[src/rtl/rsb_unit.sv]
module rsb_unit #(
  parameter int W = 8
) (
  input  logic         clk,
  input  logic         rst_n,
  input  logic         en,
  input  logic [3:0]   op_sel,
  input  logic [W-1:0] operand,
  input  logic         carry_in,
  input  logic [2:0]   bit_sel,
  output logic [W-1:0] result_q,
  output logic         wb_q,
  output logic         z_q,
  output logic         n_q,
  output logic         h_q,
  output logic         c_q
);
  localparam int H = W / 2;

  localparam logic [3:0] OP_RLC  = 4'd0;
  localparam logic [3:0] OP_RRC  = 4'd1;
  localparam logic [3:0] OP_RL   = 4'd2;
  localparam logic [3:0] OP_RR   = 4'd3;
  localparam logic [3:0] OP_SLA  = 4'd4;
  localparam logic [3:0] OP_SRA  = 4'd5;
  localparam logic [3:0] OP_SRL  = 4'd6;
  localparam logic [3:0] OP_SWAP = 4'd7;
  localparam logic [3:0] OP_BIT  = 4'd8;
  localparam logic [3:0] OP_ARLC = 4'd9;
  localparam logic [3:0] OP_ARRC = 4'd10;
  localparam logic [3:0] OP_ARL  = 4'd11;
  localparam logic [3:0] OP_ARR  = 4'd12;

  logic [W-1:0] res;
  logic         cout;
  logic         known;
  logic         acc_form;
  logic         is_bit;
  logic         msb, lsb;

  assign msb      = operand[W-1];
  assign lsb      = operand[0];
  assign acc_form = (op_sel >= OP_ARLC) && (op_sel <= OP_ARR);
  assign is_bit   = (op_sel == OP_BIT);

  always_comb begin
    res   = operand;
    cout  = carry_in;
    known = 1'b1;
    unique case (op_sel)
      OP_RLC, OP_ARLC: begin res = {operand[W-2:0], msb};      cout = msb; end
      OP_RRC, OP_ARRC: begin res = {lsb, operand[W-1:1]};      cout = lsb; end
      OP_RL,  OP_ARL:  begin res = {operand[W-2:0], carry_in}; cout = msb; end
      OP_RR,  OP_ARR:  begin res = {carry_in, operand[W-1:1]}; cout = lsb; end
      OP_SLA:          begin res = {operand[W-2:0], 1'b0};     cout = msb; end
      OP_SRA:          begin res = {msb, operand[W-1:1]};      cout = lsb; end
      OP_SRL:          begin res = {1'b0, operand[W-1:1]};     cout = lsb; end
      OP_SWAP:         begin res = {operand[H-1:0], operand[W-1:H]}; cout = 1'b0; end
      OP_BIT:          begin res = operand;                    cout = carry_in; end
      default:         known = 1'b0;
    endcase
  end

  logic z_next;
  assign z_next = is_bit   ? ~operand[bit_sel] :
                  acc_form ? 1'b0 : (res == '0);

  always_ff @(posedge clk or negedge rst_n) begin
    if (!rst_n) begin
      result_q <= '0;
      wb_q     <= 1'b0;
      z_q      <= 1'b0;
      n_q      <= 1'b0;
      h_q      <= 1'b0;
      c_q      <= 1'b0;
    end else if (en && known) begin
      result_q <= res;
      wb_q     <= ~is_bit;
      z_q      <= z_next;
      n_q      <= 1'b0;
      h_q      <= is_bit;
      c_q      <= cout;
    end
  end
endmodule


[config.mk]
export PLATFORM = sky130hd
export DESIGN_NAME = rsb_unit
export DESIGN_NICKNAME = d
export VERILOG_FILES = /design/src/rtl/rsb_unit.sv
export SDC_FILE = /design/constraint.sdc
export NUM_CORES = 1
export LEC_CHECK = 0
export BUFFER_PORTS_ARGS = -buffer_cell sky130_fd_sc_hd__buf_2
export CAP_MARGIN = 0
export CELL_PAD_IN_SITES_DETAIL_PLACEMENT = 1
export CELL_PAD_IN_SITES_GLOBAL_PLACEMENT = 1
export CORE_MARGIN = 2
export CORE_UTILIZATION = 39
export DETAILED_ROUTE_END_ITERATION = 12
export PLACE_DENSITY = 0.89
export SETUP_SLACK_MARGIN = 0.02
export SKIP_LAST_GASP = 1
export SYNTH_ARGS = -nofsm -noshare
export SYNTH_HDL_FRONTEND = slang
export SYNTH_SLANG_ARGS = --single-unit
[constraint.sdc]
create_clock -name clk -period 0.95 [get_ports clk]
set_input_delay 0.2375 -clock clk [delete_from_list [all_inputs] [get_ports clk]]
set_output_delay 0.2375 -clock clk [all_outputs]
set_load 0.05 [all_outputs]
==> impl_metrics.csv, run 1 <==
group,metric,value,unit
outcome,outcome,"did not finish",
outcome,haltStage,"5_1_grt",
outcome,error_line,"[ERROR DPL-0033] detailed placement checks failed during check placement.",
clocking,clockBufferDepth,2,
synth,synth_top_cell_area_share,21.4,%
synth,netlist_top_cells_count,"a21oi_1 (23), o21ai_0 (17), nor2_1 (14), dfrtp_1 (12), nand2_1 (12)",
synth,synthArstFlopShare,100,%
synth,synth_edf_count,0,
synth,ys.flop_type,"dfrtp_1",
clocking,htree_num_levels,1,
die,fp-row-count,21,
sta,worstEpCategory,"register data pin",
die,fp.dieH,64.0,µm
synth,syn_nets,202,
synth,syn_area_per_cell,7.66,µm²
synth,yosys.area.top_type,"dfrtp_1",
global_routing,grt_max_degree,19,
synth,ys_ff_latch,12,
die,initial_core_util,41.4,%
global_routing,antenna_found_initial,0,
synth,synth_most_common_cell,"a21oi_1",
clocking,cts_buffers,3,
sta,grt_repair_worst_endpoint,"z_q$_DFFE_PN0P_/D",
die,ios,32,
synth,yosysUniqueCellTypes,46,
placed_design,port_buffers,30,
synth,syn-cell-area,1400,µm²
die,die_width,64.0,µm
synth,synth_warnings,0,
synth,synth_area_leaders,"dfrtp_1 (21%), a21oi_1 (8.2%), o21ai_0 (6.1%)",
clocking,cts_num_sinks,12,
synth,synthCells,183,
placed_design,routabilityCongestion,0.930,
clocking,root_buffer,"clkbuf_4",
synth,yosysSeqAreaShare,21.4,%
placed_design,hpwl,4300,µm
==> per-stage QoR <==
step	hold WS [ns]	std cells	worst slack, ns	cell area (µm²)	utilization (%)
floorplan	-0.0581	183	-0.500	1470	-
global placement	0.122	284	-0.867	1880	55.5
detailed placement	0.135	284	-0.891	1880	55.5
CTS	0.284	302	-0.475	2350	69.3
==> kinds of logic after synthesis <==
| group | count (synthesis) | share of synthesized area, % |
|---|---|---|
| AO/OA/AOI/OAI | 84 | 40.1 |
| adder cells (fa/ha/maj) | 1 | 0.714 |
| buffers and inverters | 26 | 10.3 |
| flip-flops | 12 | 21.4 |
| multiplexers | 10 | 9.55 |
| other | 1 | 0.267 |
| AND/OR/NAND/NOR | 49 | 17.7 |
==> timing repair <==
action	CTS
gates resized for setup	83
gates cloned	2
endpoints found under the setup margin	24
pin swaps	25
endpoints found under the hold margin	12
buffers inserted	11
hold buffers	1
==> run 2, diff against run 1 <==
CELL_PAD_IN_SITES_DETAIL_PLACEMENT = default   (was 1)
CELL_PAD_IN_SITES_GLOBAL_PLACEMENT = default   (was 1)
CORE_UTILIZATION = 30   (was 39)
PLACE_DENSITY = default   (was 0.89)
PLACE_DENSITY_LB_ADDON = 0.15   (was default)
SETUP_SLACK_MARGIN = default   (was 0.02)
==> impl_metrics.csv, run 2 <==
group,metric,value,unit
route,routed_wl,6390,µm
placed_design,placed_cells,303,
clocking,htree_num_levels,1,
setup_path,r2r_setup_slack,-0.06,ns
final_layout,fin_cells,333,
placed_design,pre_cts_ws,-0.889,ns
setup_path,crit_start,"op_sel[3]",
setup_path,reg2reg_from,"z_q",
clocking,root_buffer,"clkbuf_8",
outcome,outcome,"complete, but fails checks",
synth,syn_nets,202,
setup_path,critPathMaxStageDelay,0.35,ns
sta,finalSetupTns,-5.23,ns
clocking,cts_tree,"done",
die,initial_core_util,31.8,%
sta,report.final.setup_viol,24,
power_and_ir_drop,peakVddDrop,0.911,mV
clocking,cts_buffers,3,
setup_path,critical_path.top_delay_family,"compound AO/OA/AOI/OAI gates",
setup_path,r2r_cells,3,
route,drt-initial-drc-count,173,
sta,fin_crit,1.50,ns
setup_path,critical_path_class,"in -> reg",
synth,synth_area_leaders,"dfrtp_1 (21%), a21oi_1 (8.2%), o21ai_0 (6.1%)",
global_routing,grtUsageTotal,22.0,%
placed_design,routabilityCongestion,0.995,
route,drc,0,
synth,synth_warnings,0,
synth,ys_ff_latch,12,
final_layout,regMostFlops,"result_q",
global_routing,grt_pass1_vias,1812,
sta,rsz0062_at_grt,"yes",
setup_path,r2r_end,"z_q",
power_and_ir_drop,switchingPower,1.23,mW
worst_hold_path,hp-class,"in -> reg",
die,core,4410,µm²
final_layout,final_common_cell,"buf_4",
sta,finalClockSkew,0,ns
die,fp.dieH,72.4,µm
power_and_ir_drop,finalPower,3.07,mW
clocking,clk_latency,0.24,ns
final_layout,drive_gt1_share,61.2,%
power_and_ir_drop,combinationalPowerShare,60.0,%
route,viasPerCell,5.89,
setup_path,crit_fanout,6,
sta,clock.fmax,668,MHz
global_routing,antenna_found_initial,0,
power_and_ir_drop,pwr-share-clk,18.3,%
route,drtPass1Iterations,5,
power_and_ir_drop,power_density,1110,nW/µm²
synth,yosys.area.top_type,"dfrtp_1",
sta,hold_slack,0.347,ns
synth,synth_top_cell_area_share,21.4,%
synth,synth_most_common_cell,"a21oi_1",
setup_path,cp.buffers_inverters,3,
setup_path,cp-end-kind,"flop",
power_and_ir_drop,intPower,1.84,mW
route,postRouteAntennaNets,0,
worst_hold_path,hold_depth,3,
route,vias,1962,
sta,slew_violations,0,
outcome,violations,"setup timing",
setup_path,cpMostUsedCell,"buf_8",
route,wl_per_cell,19.2,µm
power_and_ir_drop,p_sw_share,40.0,%
setup_path,critPathRequiredTime,1.13,ns
die,dieArea,5240,µm²
die,fp-row-count,24,
sta,hold_viol,0,
synth,ys.flop_type,"dfrtp_1",
final_layout,areaGrowthSynthToFinish,96.6,%
final_layout,antenna_cells,0,
synth,netlist_top_cells_count,"a21oi_1 (23), o21ai_0 (17), nor2_1 (14), dfrtp_1 (12), nand2_1 (12)",
die,die_width,72.4,µm
worst_hold_path,hold_start,"en",
setup_path,slowest_stage,"a221oi_2",
die,ios,32,
final_layout,largest_reg_flops,8,
final_layout,layout_common_cells,"buf_4 (58), buf_6 (29), a21oi_1 (18), buf_2 (13), dfrtp_1 (12)",
global_routing,grt_overflow,0,
synth,synthArstFlopShare,100,%
worst_hold_path,min_to,"h_q",
synth,yosysUniqueCellTypes,46,
power_and_ir_drop,p_seq_share,21.7,%
setup_path,cp-start-kind,"input port",
power_and_ir_drop,leakage,1.19,nW
final_layout,fin_nets,301,
global_routing,grt_max_degree,18,
synth,syn_area_per_cell,7.66,µm²
global_routing,grt_pass1_wl,9040,µm
synth,syn-cell-area,1400,µm²
synth,synthCells,183,
clocking,path_clk_slew,0.05,ns
clocking,clockBufferDepth,2,
sta,period_share,158,%
synth,synth_edf_count,0,
setup_path,arrival,1.68,ns
placed_design,port_buffers,30,
sta,fin_ws,-0.547,ns
placed_design,hpwl,4080,µm
setup_path,worstPathCellList,"buf_8, buf_12, buf_8, a22oi_2, o21ai_1, a221oi_2, a21oi_2, nor3_2, a41o_1",
synth,yosysSeqAreaShare,21.4,%
clocking,cts_num_sinks,12,
flow_run,drv_cap,0,
## run 2: kinds of logic after synthesis
kind of cell / Yosys count / synth area share [%]
buffers and inverters: 26 / 10.3
adder cells (fa/ha/maj): 1 / 0.714
flip-flops: 12 / 21.4
AND/OR/NAND/NOR: 49 / 17.7
AO/OA/AOI/OAI: 84 / 40.1
other: 1 / 0.267
multiplexers: 10 / 9.55
## run 2: how the worst max path moves through the flow
stage | to | cells past startpoint
finish | z_q | 9
global route | z_q | 9
CTS | z_q | 9
detailed placement | z_q | 8
global placement | z_q | 8
floorplan | z_q | 8
## run 2: stage by stage
stage | area, µm² | utilization [%]
3_5_place_dp | 1990 | 45.0
4_1_cts | 2490 | 56.4
5_1_grt | 2760 | 62.5
3_3_place_gp | 1990 | 45.0
6_report | 2760 | 62.5
2_1_floorplan | 1470 | -
## run 2: repair_timing
action,CTS,global route
resized for setup,99,25
pin swaps,30,22
hold endpoints to repair,12,0
hold buffers,1,0
gates cloned,0,2
setup endpoints to repair,24,24
buffers inserted,10,15
## run 2: metal layers
metal / track usage (%) / vias up / wire, µm
met4: 6.58 / 0 / 127
li1: - / 891 / -
met5: 0 / - / 0
met2: 36.4 / 102 / 3170
met1: 29.0 / 955 / 2620
met3: 4.44 / 14 / 475
## run 2: layout make-up
class | count | area (µm²)
Clock buffer | 4 | 55.1
Fill cell | 351 | 1660
Inverter | 6 | 22.5
Multi-Input combinational cell | 145 | 1230
Sequential cell | 12 | 300
Tap cell | 52 | 65.1
Timing Repair Buffer | 114 | 1080
## run 2: tightest hold or removal path, delay by kind of cell
kind | cells | cell delay (ns)
AOI/OAI and AO/OA | 1 | 0.06
buffers and inverters | 2 | 0.24
## run 2: power groups by stage
stage | Clock, mW | Sequential (mW) | Combinational, mW
after detailed placement | 0 | 0.652 | 1.30
after CTS | 0.582 | 0.664 | 1.64
final | 0.563 | 0.666 | 1.84
after global placement | 0 | 0.647 | 1.28
after global routing | 0.605 | 0.674 | 1.92
after floorplan | 0 | 0.973 | 0.523
Note: power is estimated with default switching activity, not from simulation.
